$ cat src/rtl/i2c_seq_pkg.sv
package i2c_seq_pkg;

  localparam int LEN_W  = 11;
  localparam int STAT_W = 20;

  typedef enum logic [1:0] {
    ENG_START = 2'd0,
    ENG_WRITE = 2'd1,
    ENG_READ  = 2'd2,
    ENG_STOP  = 2'd3
  } eng_op_e;

  typedef enum logic [1:0] {
    CS_IDLE  = 2'd0,
    CS_BUSY  = 2'd1,
    CS_OK    = 2'd2,
    CS_ABORT = 2'd3
  } ctl_state_e;

  typedef enum logic [3:0] {
    S_IDLE, S_START, S_ADDR, S_TXWAIT, S_WR, S_RD, S_STOP, S_ABSTOP
  } seq_state_e;

  localparam logic [2:0] CAUSE_ADDR_NACK = 3'd0;
  localparam logic [2:0] CAUSE_DATA_NACK = 3'd1;
  localparam logic [2:0] CAUSE_ARB_LOST  = 3'd3;
  localparam logic [2:0] CAUSE_BUS_ERR   = 3'd7;

  typedef struct packed {
    logic [LEN_W-1:0] len;
    logic             stop_en;
    logic [1:0]       amode;
    logic             sbyte;
    logic [6:0]       addr;
    logic             rd;
  } cmd_t;

  function automatic cmd_t unpack_cmd(input logic [31:0] w);
    cmd_t c;
    c.rd      = w[0];
    c.addr    = w[7:1];
    c.sbyte   = w[11];
    c.amode   = w[13:12];
    c.stop_en = w[14];
    c.len     = w[25:15];
    return c;
  endfunction

  function automatic logic cmd_supported(input cmd_t c);
    return (c.amode == 2'd1) && !c.sbyte;
  endfunction

  function automatic logic [7:0] addr_byte(input cmd_t c);
    return {c.addr, c.rd};
  endfunction

  function automatic logic is_last(input logic [LEN_W-1:0] cnt,
                                   input logic [LEN_W-1:0] len);
    return cnt == (len - 1'b1);
  endfunction

  function automatic logic [STAT_W-1:0] pack_status(input logic [1:0] op,
                                                    input logic [1:0] st,
                                                    input logic [2:0] cause,
                                                    input logic [LEN_W-1:0] cnt);
    return {cnt, 2'b00, cause, st, op};
  endfunction

endpackage

$ cat src/rtl/i2c_seq_cmd_dec.sv
module i2c_seq_cmd_dec
  import i2c_seq_pkg::*;
(
  input  logic        enable,
  input  logic        cmd_valid,
  input  logic        idle,
  input  logic [31:0] cmd_word,
  output cmd_t        cmd,
  output logic        accept
);
  always_comb begin
    cmd    = unpack_cmd(cmd_word);
    accept = idle && enable && cmd_valid && cmd_supported(cmd);
  end
endmodule

$ cat src/rtl/i2c_seq_count.sv
module i2c_seq_count
  import i2c_seq_pkg::*;
#(
  parameter int W = LEN_W
) (
  input  logic         clk,
  input  logic         rst_n,
  input  logic         clr,
  input  logic         inc,
  input  logic [W-1:0] len,
  output logic [W-1:0] cnt,
  output logic         last
);
  always_ff @(posedge clk or negedge rst_n) begin
    if (!rst_n)   cnt <= '0;
    else if (clr) cnt <= '0;
    else if (inc) cnt <= cnt + 1'b1;
  end

  assign last = is_last(cnt, len);
endmodule

$ cat src/rtl/i2c_seq_status.sv
module i2c_seq_status
  import i2c_seq_pkg::*;
(
  input  logic              clk,
  input  logic              rst_n,
  input  logic              start,
  input  logic              rd,
  input  logic              fin_ok,
  input  logic              fin_abort,
  input  logic [2:0]        cause,
  input  logic [LEN_W-1:0]  count,
  output logic [STAT_W-1:0] status_word
);
  logic [1:0] op_q;
  ctl_state_e st_q;
  logic [2:0] cause_q;

  always_ff @(posedge clk or negedge rst_n) begin
    if (!rst_n) begin
      op_q    <= 2'b11;
      st_q    <= CS_IDLE;
      cause_q <= '0;
    end else if (start) begin
      op_q    <= {1'b0, rd};
      st_q    <= CS_BUSY;
      cause_q <= '0;
    end else if (fin_abort) begin
      st_q    <= CS_ABORT;
      cause_q <= cause;
    end else if (fin_ok) begin
      st_q    <= CS_OK;
    end
  end

  assign status_word = pack_status(op_q, st_q, cause_q, count);
endmodule

$ cat src/rtl/i2c_txn_seq.sv
module i2c_txn_seq
  import i2c_seq_pkg::*;
(
  input  logic              clk,
  input  logic              rst_n,
  input  logic              enable,
  input  logic              cmd_valid,
  input  logic [31:0]       cmd_word,
  output logic              eng_req,
  output logic [1:0]        eng_op,
  output logic [7:0]        eng_tx_byte,
  output logic              eng_ack_out,
  input  logic              eng_done,
  input  logic              eng_ack_in,
  input  logic              eng_arb_lost,
  input  logic              eng_bus_err,
  input  logic [7:0]        eng_rx_byte,
  input  logic              txf_empty,
  input  logic [7:0]        txf_data,
  output logic              txf_pop,
  output logic              rxf_push,
  output logic [7:0]        rxf_data,
  output logic [STAT_W-1:0] status_word,
  output logic              evt_done_stop,
  output logic              evt_done_hold,
  output logic              evt_arb_lost,
  output logic              evt_bus_err
);
  seq_state_e       state, nxt;
  cmd_t             cmd_in, cmd_q;
  logic             accept;
  logic [7:0]       wr_byte_q;
  logic [2:0]       pend_cause_q, pend_cause_d;
  logic [LEN_W-1:0] cnt;
  logic             cnt_last;

  // named internal events
  logic ev_start, ev_ok, ev_abort, ev_stop, ev_hold, ev_arb, ev_berr, ev_inc;
  logic [2:0] ev_cause;

  i2c_seq_cmd_dec u_dec (
    .enable    (enable),
    .cmd_valid (cmd_valid),
    .idle      (state == S_IDLE),
    .cmd_word  (cmd_word),
    .cmd       (cmd_in),
    .accept    (accept)
  );

  i2c_seq_count #(.W(LEN_W)) u_cnt (
    .clk   (clk),
    .rst_n (rst_n),
    .clr   (ev_start),
    .inc   (ev_inc),
    .len   (cmd_q.len),
    .cnt   (cnt),
    .last  (cnt_last)
  );

  i2c_seq_status u_stat (
    .clk         (clk),
    .rst_n       (rst_n),
    .start       (ev_start),
    .rd          (cmd_in.rd),
    .fin_ok      (ev_ok),
    .fin_abort   (ev_abort),
    .cause       (ev_cause),
    .count       (cnt),
    .status_word (status_word)
  );

  always_comb begin
    nxt          = state;
    pend_cause_d = pend_cause_q;
    ev_start = 1'b0; ev_ok  = 1'b0; ev_abort = 1'b0; ev_stop = 1'b0;
    ev_hold  = 1'b0; ev_arb = 1'b0; ev_berr  = 1'b0; ev_inc  = 1'b0;
    ev_cause = pend_cause_q;
    if (state != S_IDLE && eng_bus_err) begin
      nxt      = S_IDLE;
      ev_abort = 1'b1;
      ev_berr  = 1'b1;
      ev_cause = CAUSE_BUS_ERR;
    end else begin
      case (state)
        S_IDLE: if (accept) begin
          nxt      = S_START;
          ev_start = 1'b1;
        end
        S_START: if (eng_done) begin
          if (eng_arb_lost) begin
            nxt = S_IDLE; ev_abort = 1'b1; ev_arb = 1'b1; ev_cause = CAUSE_ARB_LOST;
          end else nxt = S_ADDR;
        end
        S_ADDR: if (eng_done) begin
          if (eng_arb_lost) begin
            nxt = S_IDLE; ev_abort = 1'b1; ev_arb = 1'b1; ev_cause = CAUSE_ARB_LOST;
          end else if (!eng_ack_in) begin
            nxt = S_ABSTOP; pend_cause_d = CAUSE_ADDR_NACK;
          end else if (cmd_q.len == '0) begin
            if (cmd_q.stop_en) nxt = S_STOP;
            else begin nxt = S_IDLE; ev_ok = 1'b1; ev_hold = 1'b1; end
          end else nxt = cmd_q.rd ? S_RD : S_TXWAIT;
        end
        S_TXWAIT: if (!txf_empty) nxt = S_WR;
        S_WR: if (eng_done) begin
          if (eng_arb_lost) begin
            nxt = S_IDLE; ev_abort = 1'b1; ev_arb = 1'b1; ev_cause = CAUSE_ARB_LOST;
          end else if (!eng_ack_in) begin
            nxt = S_ABSTOP; pend_cause_d = CAUSE_DATA_NACK;
          end else begin
            ev_inc = 1'b1;
            if (!cnt_last) nxt = S_TXWAIT;
            else if (cmd_q.stop_en) nxt = S_STOP;
            else begin nxt = S_IDLE; ev_ok = 1'b1; ev_hold = 1'b1; end
          end
        end
        S_RD: if (eng_done) begin
          if (eng_arb_lost) begin
            nxt = S_IDLE; ev_abort = 1'b1; ev_arb = 1'b1; ev_cause = CAUSE_ARB_LOST;
          end else begin
            ev_inc = 1'b1;
            if (cnt_last) begin
              if (cmd_q.stop_en) nxt = S_STOP;
              else begin nxt = S_IDLE; ev_ok = 1'b1; ev_hold = 1'b1; end
            end
          end
        end
        S_STOP: if (eng_done) begin
          nxt = S_IDLE; ev_ok = 1'b1; ev_stop = 1'b1;
        end
        S_ABSTOP: if (eng_done) begin
          nxt = S_IDLE; ev_abort = 1'b1;
        end
        default: nxt = S_IDLE;
      endcase
    end
  end

  always_ff @(posedge clk or negedge rst_n) begin
    if (!rst_n) begin
      state         <= S_IDLE;
      cmd_q         <= '0;
      wr_byte_q     <= '0;
      pend_cause_q  <= '0;
      evt_done_stop <= 1'b0;
      evt_done_hold <= 1'b0;
      evt_arb_lost  <= 1'b0;
      evt_bus_err   <= 1'b0;
    end else begin
      state         <= nxt;
      pend_cause_q  <= pend_cause_d;
      if (ev_start) cmd_q <= cmd_in;
      if (txf_pop)  wr_byte_q <= txf_data;
      evt_done_stop <= ev_stop;
      evt_done_hold <= ev_hold;
      evt_arb_lost  <= ev_arb;
      evt_bus_err   <= ev_berr;
    end
  end

  always_comb begin
    eng_req = 1'b1;
    eng_op  = ENG_START;
    case (state)
      S_START:          eng_op = ENG_START;
      S_ADDR, S_WR:     eng_op = ENG_WRITE;
      S_RD:             eng_op = ENG_READ;
      S_STOP, S_ABSTOP: eng_op = ENG_STOP;
      default:          eng_req = 1'b0;
    endcase
  end

  assign eng_tx_byte = (state == S_ADDR) ? addr_byte(cmd_q) : wr_byte_q;
  assign eng_ack_out = (state == S_RD) && !cnt_last;
  assign txf_pop     = (state == S_TXWAIT) && !txf_empty && !eng_bus_err;
  assign rxf_push    = (state == S_RD) && eng_done && !eng_arb_lost && !eng_bus_err;
  assign rxf_data    = eng_rx_byte;
endmodule

$ cat config.mk
export PLATFORM = sky130hd
export DESIGN_NAME = i2c_txn_seq
export DESIGN_NICKNAME = d
export VERILOG_FILES = /design/src/rtl/i2c_seq_pkg.sv /design/src/rtl/i2c_seq_cmd_dec.sv /design/src/rtl/i2c_seq_count.sv /design/src/rtl/i2c_seq_status.sv /design/src/rtl/i2c_txn_seq.sv
export SDC_FILE = /design/constraint.sdc
export NUM_CORES = 1
export LEC_CHECK = 0
export BUFFER_PORTS_ARGS = -buffer_cell sky130_fd_sc_hd__buf_2
export CAP_MARGIN = 25
export CORE_ASPECT_RATIO = 0.9
export CORE_MARGIN = 2
export CORE_UTILIZATION = 55
export CTS_CLUSTER_DIAMETER = 80
export DETAILED_ROUTE_END_ITERATION = 8
export HOLD_SLACK_MARGIN = 0.05
export PLACE_DENSITY = 0.94
export RECOVER_POWER = 25
export SLEW_MARGIN = 25
export SYNTH_ARGS = -nofsm -noshare
export SYNTH_HDL_FRONTEND = slang
export SYNTH_SLANG_ARGS = --single-unit
$ cat constraint.sdc
create_clock -name clk -period 8.4 [get_ports clk]
set_input_delay 0.42 -clock clk [delete_from_list [all_inputs] [get_ports clk]]
set_output_delay 0.42 -clock clk [all_outputs]
set_load 0.05 [all_outputs]
# == Word-level counts from Yosys, hierarchy flattened ==
# Cells that the tools add are included.
# totals
register_bits,57
latch_bits,0
mem_bits_rw,0
rom_bits,0
in_bits,57
memories,0
# op_classes
add_sub_neg,2
multipliers,0
div,0
n_lt_le_gt_ge,0
n_eq_ne,23
n_shift,0
muxes,76
bitwise,1
n_reduce_logical,29
# op_table
op,n
$mux 3,20
$mux 4,10
$mux 1,32
$pmux 4 s7,1
$mux 11,2
$ne 3x3->1 const B,6
$eq 4x3->1 const B,4
$reduce_and 8->1,2
$ne 2x2->1 const B,6
$add 11x1->11 const B,1
$eq 11x11->1,1
$logic_and 1x1->1,11
$logic_not 11->1,1
$sub 11x1->11 const B,1
$eq 4x2->1 const B,2
$mux 2,4
$mux 8,1
$pmux 2 s3,1
$pmux 3 s2,1
$reduce_bool 2->1,3
$reduce_or 6->1,1
$logic_not 1->1,5
$eq 4x1->1 const B,1
$logic_not 4->1,1
other kinds (11),13

# == Longest topological paths before layout ==
# Gate-level depths: netlist (run 1).
# depth
ltp_word,11
depth_mapped,10

# == Modules after synthesis ==
# From an unflattened synthesis (run 1), not the netlist that was laid out.
# hier_totals
hier_cells,357
area_unflattened_um2,3409.5
# modules_own_cells
module,instances,cells_per_inst,area_each_um2,seq_area_each_um2
i2c_txn_seq,1,184,1889.3,900.9
i2c_seq_count,1,113,958.4,275.3
i2c_seq_status,1,35,372.9,177.7
i2c_seq_cmd_dec,1,25,188.9,0.0

# == Worst setup path after synthesis (run 1) ==
# Ideal clock, no wire load.
# synth_path
path_type,register -> output
start,register cmd_q[12] (netlist name)
end,output port eng_ack_out
arrival_time_ns,3.136
required_time_ns,7.980
setup_slack_ns,4.844
stages_incl_launch_ff,10
path_buffers,1
path_cell_list,dfrtp_1 > inv_1 > ha_1 > or4b_4 > nor2_2 > xor2_1 > a2111oi_1 > and3_1 > buf_2 > nor3b_1
# synth_via
elab_chain_cells,4
# synth_lines
item,line,rtl
"start, declared",i2c_txn_seq.sv:30,"cmd_t cmd_in, cmd_q;"
"start signal, assigned",i2c_txn_seq.sv:152,if (ev_start) cmd_q <= cmd_in;
$sub 11x1->11,i2c_seq_pkg.sv:59,return cnt == (len - 1'b1);
$eq 11x11->1,i2c_seq_pkg.sv:59,
$logic_not 1->1,i2c_txn_seq.sv:174,assign eng_ack_out = (state == S_RD) && !cnt_last;
$logic_and 1x1->1,i2c_txn_seq.sv:174,
"end, declared",i2c_txn_seq.sv:12,"output logic eng_ack_out,"
# No other way between the ends.

# == Worst setup path after layout (run 1) ==
# Ends and elaborated chain as after synthesis.

==> flow_summary.ini, run 1 <==
[hold_path]
hold_class = input port to flip-flop

[placement]
portBuffers = 75
place_congestion = 0.892
dpl.hpwl_mm = 5.19
preCtsSetupSlack_ns = 5.23

[synthesis]
seq_area_frac_synth_pct = 43.1
yosysWarnings = 0
yosys.area.top_type = dfrtp_1
synth_seq_cells = 54
synthCells = 362
postSynthAreaPerCell_sq_um = 8.69
synth_edf_count = 0
yosys-top-cells-area = dfrtp_1 (41%), nand2_1 (10%), mux2_2 (5.7%), xor2_1 (3.9%), nor2_1 (3.7%)
syn_area_sq_um = 3140
yosysUniqueCellTypes = 56
synth_common_cells = nand2_1 (86), dfrtp_1 (52), nor2_1 (31)
async_flop_share_pct = 100
synth_top_area_share_pct = 41.4
post-synth-top-count-cell = nand2_1
synth_top_flop_cell = dfrtp_1

[timing]
worstMarginPinSlew_ns = 2.78
slew_violations = 55
hold_violations = 0
rsz0062_at_grt = false
slew_headroom_pct = -85.2
finalCriticalPeriod_ns = 3.60
holdWs_ns = 0.295
fin_ws_ns = 4.80
max_freq_mhz = 278
setup_violations = 0
tns_ns = 0
clock_skew_ns = 0.0107
finalCritPeriodShare_pct = 42.9

[grt]
grt_pass1_vias = 2552
grt-ovfl-total = 0
grt_pass1_wl_mm = 11.8
antenna_found_initial = 0
grt_max_degree = 55
grt.total_usage_pct = 23.1

[layout]
multi_input_area_sq_um = 1620
nNetsFinal = 480
regArea_sq_um = 1350
n_antenna_cell = 0
drive_gt1_share_pct = 25.8
fillers = 491
area_growth_pct = 13.6

[die]
die_area_sq_um = 6340
num_rows = 26
ios = 103
start_util_pct = 56.2
fp.dieH_um = 75.7
die_w_um = 83.7
coreArea_sq_um = 5600

[clock_network]
clk-insertion-delay-late_ns = 0.31
clk_pin_slew_worst_paths_ns = 0.10
cts_made_buffers = 5
root_buffer = clkbuf_8
post_cts_buffers = 0
cts-htree-levels = 2
cts_resized = 0
clock_path_buffers = 2
clock_sinks = 54
hold_buffers = 0
cts_tree = built

[detailed_routing]
drt-vias-per-instance = 5.77
drc = 0
drtPass1Iterations = 6
drt_wl_total_mm = 7.24
wl_per_cell_um = 14.7
drt-initial-drc-count = 268
vias = 2841
ant_nets = 0

[setup_path]
crit_arrival_ns = 3.18
worstSetupEndpointType = output pin
path_buf_inv = 2
crit_chain = inv_1 > ha_1 > or4b_4 > nor2_2 > xor2_1 > a2111oi_1 > and3_1 > nor3b_1 > buf_2
max_stage_delay_ns = 0.55
cp_data_required_time_ns = 7.98
crit_path_max_fanout = 7
worstSetupPathType = flip-flop to output pin
path_delay_family = simple AND/OR/NAND/NOR gates
start_kind = flip-flop
cp_slowest_cell = or4b_4

[pwr]
clkPwrFrac_pct = 16.7
power.density_nw_per_um2 = 250
intPower_uw = 501
swShare_pct = 44.1
pwr-share-comb_pct = 40.5
netSwitchingPower_uw = 394
power.leakage_nw = 1.85
ir_worst_vdd_mv = 0.192
seqPwrFrac_pct = 42.8

[status]
status = finished with violations
violations = max-capacitance violations, max-slew violations

[job]
max_cap_violations = 1
[metal layers]
metal / global-route usage, % / part of all wire (%)
met3: 4.66 / 6.6
met4: 8.78 / 2.0
met5: 0 / 0
met2: 38.0 / 47
met1: 31.2 / 44
[power by group through the flow]
| stage | clock (mW) | sequential (mW) | combinational, mW |
|---|---|---|---|
| detailed placement | 0 | 0.386 | 0.361 |
| floorplan | 0 | 0.407 | 0.265 |
| finish | 0.149 | 0.383 | 0.363 |
| CTS | 0.151 | 0.381 | 0.363 |
| global placement | 0 | 0.381 | 0.346 |
| global route | 0.163 | 0.393 | 0.398 |
[logic make-up after synthesis]
family          count (synthesis)  synth area share, %
fa+ha+maj                       2                0.796
compound gates                 52                 11.8
buf+inv                        36                 5.85
mux                            18                 6.37
simple gates                  177                 25.9
other cells                     1                0.119
xor+xnor                       22                 6.13
flops                          54                 43.1
[registers in the layout (all words and copies together) (netlist names), 2 cells and up]
register,flops
state,3
u_cnt.cnt,11
u_stat.cause_q,3
wr_byte_q,8
u_stat.op_q,2
u_stat.st_q,2
cmd_q,20
[worst min-delay path, cell delays in order]
cell	delay, ns
buf_2	0.07
nand2_1	0.04
nand2_1	0.05
[layout make-up]
cell class              instances  share of cell area (%)
clock buffers                   5                    1.93
clock inverters                 3                   0.665
well taps                      70                    2.45
repair buffers                 77                    10.8
multi-input cells             273                    45.2
inverters                      10                    1.05
flip-flops and latches         54                    37.9
[placed cells by master, fill, tap and decap left out, types with 3 or more instances in the layout]
| cell | count |
|---|---|
| nor2_1 | 31 |
| a31oi_1 | 4 |
| dfrtp_1 | 52 |
| mux2_2 | 16 |
| nor2b_1 | 3 |
| xnor2_1 | 8 |
| o31ai_1 | 3 |
| nand2b_1 | 4 |
| or3_1 | 6 |
| and3_1 | 5 |
| nand2_1 | 86 |
| xor2_1 | 14 |
| nand3_1 | 14 |
| buf_2 | 75 |
| o21ai_0 | 17 |
| nand4_1 | 3 |
| nor3_1 | 8 |
| clkbuf_8 | 5 |
| a21oi_1 | 4 |
| inv_1 | 10 |
[path summary, 6_finish.rpt]
path / start / endpoint / slack (ns) / cells past startpoint
setup / recovery: cmd_q[12] / eng_ack_out / 4.80 / 9
max in group asynchronous: rst_n / u_stat.st_q[1] / 5.75 / 2
hold reg to reg: cmd_q[5] / cmd_q[5] / 0.48 / 2
min in group asynchronous: rst_n / u_cnt.cnt[7] / 1.08 / 2
hold / removal: cmd_word[25] / cmd_q[22] / 0.30 / 3
setup reg to reg: state[0] / state[0] / 5.30 / 7
[through the flow]
step	cell area, sq um	power, mW	util (%)	instances
finish	3570	0.895	63.9	492
global route	3570	0.953	63.9	492
CTS	3580	0.895	63.9	492
detailed placement	3480	0.746	62.3	484
global placement	3480	0.728	62.3	484
floorplan	3150	0.672	-	363
Power figures use the tool's default switching activity.
==> inputs of run 2 (changes only) <==
--- a/config.mk
+++ b/config.mk
@@ -5,15 +5,16 @@
 export SDC_FILE = /design/constraint.sdc
 export NUM_CORES = 1
 export LEC_CHECK = 0
+export ABC_AREA = 1
 export BUFFER_PORTS_ARGS = -buffer_cell sky130_fd_sc_hd__buf_2
 export CAP_MARGIN = 25
 export CORE_ASPECT_RATIO = 0.9
 export CORE_MARGIN = 2
-export CORE_UTILIZATION = 55
+export CORE_UTILIZATION = 46
 export CTS_CLUSTER_DIAMETER = 80
 export DETAILED_ROUTE_END_ITERATION = 8
 export HOLD_SLACK_MARGIN = 0.05
-export PLACE_DENSITY = 0.94
+export PLACE_DENSITY = 0.85
 export RECOVER_POWER = 25
 export SLEW_MARGIN = 25
 export SYNTH_ARGS = -nofsm -noshare
==> constraint.sdc (replaced) <==
create_clock -name clk -period 3.3 [get_ports clk]
set_input_delay 0.165 -clock clk [delete_from_list [all_inputs] [get_ports clk]]
set_output_delay 0.165 -clock clk [all_outputs]
set_load 0.05 [all_outputs]
==> run 2 against run 1 <==
The flow still finishes with violations (max-capacitance violations, max-slew violations); sequential power rose to 3.0 times the previous value; largest cell class unchanged; worst setup slack got worse by 4.0 ns; global-route usage fell by 2.8 points; utilization fell by 6.2 points; total power rose to 3.6 times the previous value; flip-flop and latch count did not move; worst hold slack got worse by 0.24 ns; register-to-register slack got worse by 4.3 ns; area after synthesis fell by 0.96%; first-iteration DRC count fell by 29%; clock power rose to 2.7 times the previous value.
==> flow_summary.ini, run 2 <==
[synthesis]
synth_top_area_share_pct = 41.8
synth_top_flop_cell = dfrtp_1
postSynthAreaPerCell_sq_um = 7.16
seq_area_frac_synth_pct = 43.5
synthCells = 435
post-synth-top-count-cell = nand2_1
muxShareOfSynthArea_pct = 0
syn_area_sq_um = 3110
synthAdderAreaFrac_pct = 0.804
async_flop_share_pct = 100
synth-xor-area-share_pct = 1.41
synth_compound_area_share_pct = 7.31
yosysWarnings = 0
yosysUniqueCellTypes = 40
synth_common_cells = nand2_1 (175), dfrtp_1 (52), inv_1 (47)
synth_top_family_by_area = simple AND/OR/NAND/NOR gates
synth_seq_cells = 54
synth-simple-area-share_pct = 37.1
synth_edf_count = 0
yosys-top-cells-area = dfrtp_1 (42%), nand2_1 (21%), inv_1 (5.7%), nor2_1 (4.8%), nand3_1 (3.7%)
yosys.area.top_type = dfrtp_1

[layout]
fillers = 628
reg_top3 = cmd_q: 20 flops, u_cnt.cnt: 11 flops, wr_byte_q: 8 flops
layout_common_cells = nand2_1 (175), buf_2 (72), dfrtp_1 (52), inv_1 (47), nor2_1 (40)
n_antenna_cell = 0
drive_gt1_share_pct = 19.5
final_cells = 612
largest_reg_flops = 20
nNetsFinal = 580
area_growth_pct = 21.2
regMostFlops = cmd_q
multi_input_area_sq_um = 1460
final_common_cell = nand2_1
regArea_sq_um = 1350
final_util_pct = 57.6

[pwr]
p_total_mw = 3.21
power.leakage_nw = 2.11
power.density_nw_per_um2 = 849
ir_worst_vdd_mv = 0.543

[timing]
clock_skew_ns = 0.00844
rsz0062_at_grt = false
worstMarginPinSlew_ns = 1.57
max_freq_mhz = 398
slew_headroom_pct = -4.48
finalCriticalPeriod_ns = 2.51
finalCritPeriodShare_pct = 76.1
slew_violations = 30
tns_ns = 0
setup_violations = 0
fin_ws_ns = 0.790
hold_violations = 0

[setup_path]
timing.rr.start = cmd_q[12]
worstSetupPathType = flip-flop to output pin
start_kind = flip-flop
crit_path_max_fanout = 6
cp_data_required_time_ns = 3.13
r2r_end = state[0]
crit_arrival_ns = 2.34
critPathLaunch = cmd_q[12]
reg2regPathDepth = 16
reg2reg_setup_slack_ns = 0.98
worstSetupEndpointType = output pin

[detailed_routing]
drt_wl_total_mm = 7.40
drt-vias-per-instance = 4.86
drtPass1Iterations = 4
drc = 0
wl_per_cell_um = 12.1
drt-initial-drc-count = 190
vias = 2975
ant_nets = 0

[clock_network]
root_buffer = clkbuf_8
cts_made_buffers = 5
clk-insertion-delay-late_ns = 0.32
hold_buffers = 16
clk_pin_slew_worst_paths_ns = 0.11
cts_resized = 0
cts_tree = built
clock_sinks = 54
cts-htree-levels = 2
clock_path_buffers = 2
post_cts_buffers = 0

[die]
fp.dieH_um = 82.1
num_rows = 28
die_w_um = 90.7
die_area_sq_um = 7450
coreArea_sq_um = 6550
ios = 103
start_util_pct = 47.5

[grt]
grt_pass1_wl_mm = 12.3
grt_max_degree = 31
grt.total_usage_pct = 20.4
grt_pass1_vias = 2765
grt-ovfl-total = 0
antenna_found_initial = 0

[placement]
portBuffers = 75
dpl.hpwl_mm = 5.55
preCtsSetupSlack_ns = 1.08
dpl.cell_count = 587
place_congestion = 0.892

[status]
violations = max-capacitance violations, max-slew violations
status = finished with violations

[hold_path]
min-delay-start = txf_data[2]
hold_end = wr_byte_q[2]
holdPathStages = 3
hold_class = input port to flip-flop

[job]
max_cap_violations = 1
[run 2: cell count changes in the layout (fill, tap and decap cells not counted), sizes merged, moves of 7 or more]
| cell | previous run | this run |
|---|---|---|
| dlygate4sd3 | 0 | 17 |
| mux2 | 16 | 0 |
| nand2 | 86 | 181 |
| xnor2 | 8 | 1 |
| nor2 | 32 | 43 |
| xor2 | 14 | 4 |
| nand3 | 14 | 26 |
| inv | 11 | 51 |
[run 2: cells by family after synthesis]
family                   count (synthesis)
flip-flops                              54
AO/OA/AOI/OAI                           39
XOR/XNOR                                 5
other                                    1
AND/OR/NAND/NOR                        267
buffers and inverters                   67
adder cells (fa/ha/maj)                  2
[run 2: power by group]
part / internal [mW] / switching, mW / total (mW) / leakage (nW)
logic: 0.463 / 1.18 / 1.65 / 1.39
registers: 0.922 / 0.233 / 1.15 / 0.675
clock network: 0.159 / 0.245 / 0.404 / 0.0506
[run 2: cell type report]
type / count / share of cell area (%)
clock buffer: 5 / 1.82
clock inverter: 3 / 0.762
inverter: 50 / 4.97
multi-input combinational: 315 / 38.6
sequential: 54 / 35.9
tap: 90 / 2.98
timing repair buffer: 95 / 14.9
[run 2: worst max-delay path by stage]
stage / slack (ns) / endpoint / cells after the start
floorplan: 1.01 / eng_ack_out / 8
global placement: 1.13 / state[0] / 16
detailed placement: 1.08 / state[0] / 16
CTS: 0.76 / eng_ack_out / 9
global route: 0.53 / eng_ack_out / 9
finish: 0.79 / eng_ack_out / 9
[run 2: stage by stage]
step / hold slack (ns) / cell area, sq um
after global placement: 0.221 / 3510
after floorplan: -0.131 / 3120
after global routing: 0.0572 / 3770
final: 0.0536 / 3770
after CTS: 0.0527 / 3770
after detailed placement: 0.235 / 3510
[run 2: routing by layer]
metal | track usage [%] | vias to the layer above | wire length, um
met4 | 6.62 | 0 | 91
met5 | 0 | - | 0
met3 | 3.30 | 12 | 327
li1 | - | 1520 | -
met1 | 26.5 | 1361 | 3430
met2 | 35.2 | 82 | 3550
[run 2: worst max-delay path, cell delays in order (launching register included)]
cell	delay, ns
dfrtp_1	0.39
inv_1	0.14
ha_1	0.27
nand2_1	0.11
nor2_1	0.19
nand3_1	0.20
nand3_1	0.14
nand2_1	0.10
a31oi_1	0.20
buf_2	0.29
==> inputs of run 3 (changes only) <==
--- a/config.mk
+++ b/config.mk
@@ -10,11 +10,11 @@
 export CAP_MARGIN = 25
 export CORE_ASPECT_RATIO = 0.9
 export CORE_MARGIN = 2
-export CORE_UTILIZATION = 46
+export CORE_UTILIZATION = 51
 export CTS_CLUSTER_DIAMETER = 80
 export DETAILED_ROUTE_END_ITERATION = 8
 export HOLD_SLACK_MARGIN = 0.05
-export PLACE_DENSITY = 0.85
+export PLACE_DENSITY = 0.89
 export RECOVER_POWER = 25
 export SLEW_MARGIN = 25
 export SYNTH_ARGS = -nofsm -noshare
==> constraint.sdc (replaced) <==
create_clock -name clk -period 2.6 [get_ports clk]
set_input_delay 0.13 -clock clk [delete_from_list [all_inputs] [get_ports clk]]
set_output_delay 0.13 -clock clk [all_outputs]
set_load 0.05 [all_outputs]
==> run 3 against run 2 <==
The run now ends clean; register-to-register slack lost 0.63 ns; worst setup slack lost 0.62 ns; combinational power grew 30%; first-iteration DRC count grew 16%; worst hold slack gained 0.011 ns; final cell count shrank 1.3%; critical endpoint unchanged.
==> flow_summary.ini, run 3 (synthesis gave the netlist of run 2 again) <==
[status]
status = completed

[grt]
grt_max_degree = 26
grt_pass1_wl_mm = 13.4
grt-ovfl-total = 0
antenna_found_initial = 0
grt.total_usage_pct = 24.5
grt_pass1_vias = 3007

[setup_path]
crit_chain = inv_1 > ha_1 > nand2_1 > nor2_2 > nand2_1 > nand2_1 > nand2_1 > nand2_1 > nand2_1 > a31oi_1 > clkbuf_4
crit_path_max_fanout = 5
worstSetupEndpointType = output pin
cp_slowest_cell = dfrtp_1
cp_data_required_time_ns = 2.47
path_buf_inv = 2
path_delay_family = simple AND/OR/NAND/NOR gates
cpMostUsedCell = nand2_1
crit_arrival_ns = 2.30
max_stage_delay_ns = 0.39
worstSetupPathType = flip-flop to output pin
start_kind = flip-flop

[detailed_routing]
drtPass1Iterations = 5
drt-initial-drc-count = 221
ant_nets = 0
drt-vias-per-instance = 5.16
drc = 0
vias = 3115
wl_per_cell_um = 13.3
drt_wl_total_mm = 8.02

[die]
start_util_pct = 53.8
ios = 103
fp.dieH_um = 78.1
die_w_um = 86.4
coreArea_sq_um = 5790
die_area_sq_um = 6750
num_rows = 26

[placement]
dpl.cell_count = 569
placed_area_sq_um = 3500
dpl.hpwl_mm = 5.77
place_congestion = 0.951
portBuffers = 75

[timing]
clock_skew_ns = 0.00708
slew_violations = 0
max_freq_mhz = 412
slew_headroom_pct = 7.00
holdWs_ns = 0.0646
worstMarginPinSlew_ns = 1.40
setup_violations = 0
finalCritPeriodShare_pct = 93.3
hold_violations = 0
finalCriticalPeriod_ns = 2.43
tns_ns = 0

[clock_network]
root_buffer = clkbuf_8
cts_tree = built
clk_pin_slew_worst_paths_ns = 0.10
post_cts_buffers = 0
cts-htree-levels = 2
clock_path_buffers = 2
cts_made_buffers = 5
clk-insertion-delay-late_ns = 0.31
clock_sinks = 54

[layout]
nNetsFinal = 592
final_area_sq_um = 3870
final_cells = 604
drive_gt1_share_pct = 19.7
regMostFlops = cmd_q
n_antenna_cell = 0
largest_reg_flops = 20
layout_common_cells = nand2_1 (175), buf_2 (69), dfrtp_1 (52), inv_1 (47), nor2_1 (37)
final_common_cell = nand2_1
reg_top3 = cmd_q: 20 flops, u_cnt.cnt: 11 flops, wr_byte_q: 8 flops
final_util_pct = 66.8
area_growth_pct = 24.3

[pwr]
ir_worst_vdd_mv = 0.723
power.leakage_nw = 2.14
power.density_nw_per_um2 = 1060

[job]
max_cap_violations = 0

[hold_path]
hold_class = input port to flip-flop
run 3: cell count changes in the layout (fill, tap and decap cells not counted):
cell / delta
buf_2: -3
buf_4: +1
clkbuf_1: +3
clkbuf_4: +1
clkinvlp_4: +1
dlygate4sd3_1: +10
inv_8: -1
nand3_1: -1
nand3_2: +1
nor2_1: -3
nor2_2: +3
run 3: cell type report:
class	count	area, sq um
clock buffer	5	68.8
fill	471	1920
multi-input combinational	315	1470
tap	70	87.6
timing repair buffer	107	676
inverter	50	188
clock inverter	3	25.0
sequential	54	1350
run 3: worst register-to-register path, stage by stage (launching register included):
cell,delay [ns]
dfrtp_1,0.39
inv_1,0.13
ha_1,0.27
nand2_1,0.12
nor2_2,0.17
nand2_1,0.07
nand2_1,0.08
nand2_1,0.05
nand2_1,0.05
nand2_1,0.05
nor2_1,0.19
nand3_1,0.16
nand3_1,0.13
nand2_1,0.07
nor2_2,0.12
o21ai_1,0.08
nand2_1,0.06
run 3: metrics by stage:
stage / setup WS (ns) / power (mW)
3_5_place_dp: 0.378 / 3.56
5_1_grt: -0.00623 / 4.42
6_report: 0.175 / 4.10
3_3_place_gp: 0.457 / 3.48
4_1_cts: 0.138 / 4.08
2_1_floorplan: 0.345 / 3.09
run 3: path summary, 6_finish.rpt:
check	startpoint	endpoint	slack, ns	cells past startpoint
max	cmd_q[12]	eng_ack_out	0.17	11
min	cmd_word[25]	cmd_q[22]	0.06	3
max reg2reg	cmd_q[12]	state[0]	0.35	16
min reg2reg	u_stat.op_q[1]	u_stat.op_q[1]	0.47	2
max in group asynchronous	rst_n	u_cnt.cnt[1]	0.73	3
min in group asynchronous	rst_n	cmd_q[5]	0.67	2
run 3: layer usage:
layer	vias to the layer above	wire [um]	track usage, %	share of wire [%]
met4	0	57	5.31	0.71
met3	14	494	4.10	6.2
met2	114	4100	43.2	51
li1	1550	-	-	-
met5	-	0	0	0
met1	1437	3370	31.4	42
run 3: report_power, final:
group / switching [mW] / internal (mW)
clock network: 0.291 / 0.195
logic: 1.55 / 0.599
registers: 0.295 / 1.17
run 3: what timing repair did:
action | 4_1_cts | 5_1_grt
setup endpoints to repair | 0 | 1
gates resized for setup | 0 | 5
hold buffers | 27 | 0
endpoints found under the hold margin | 47 | 0
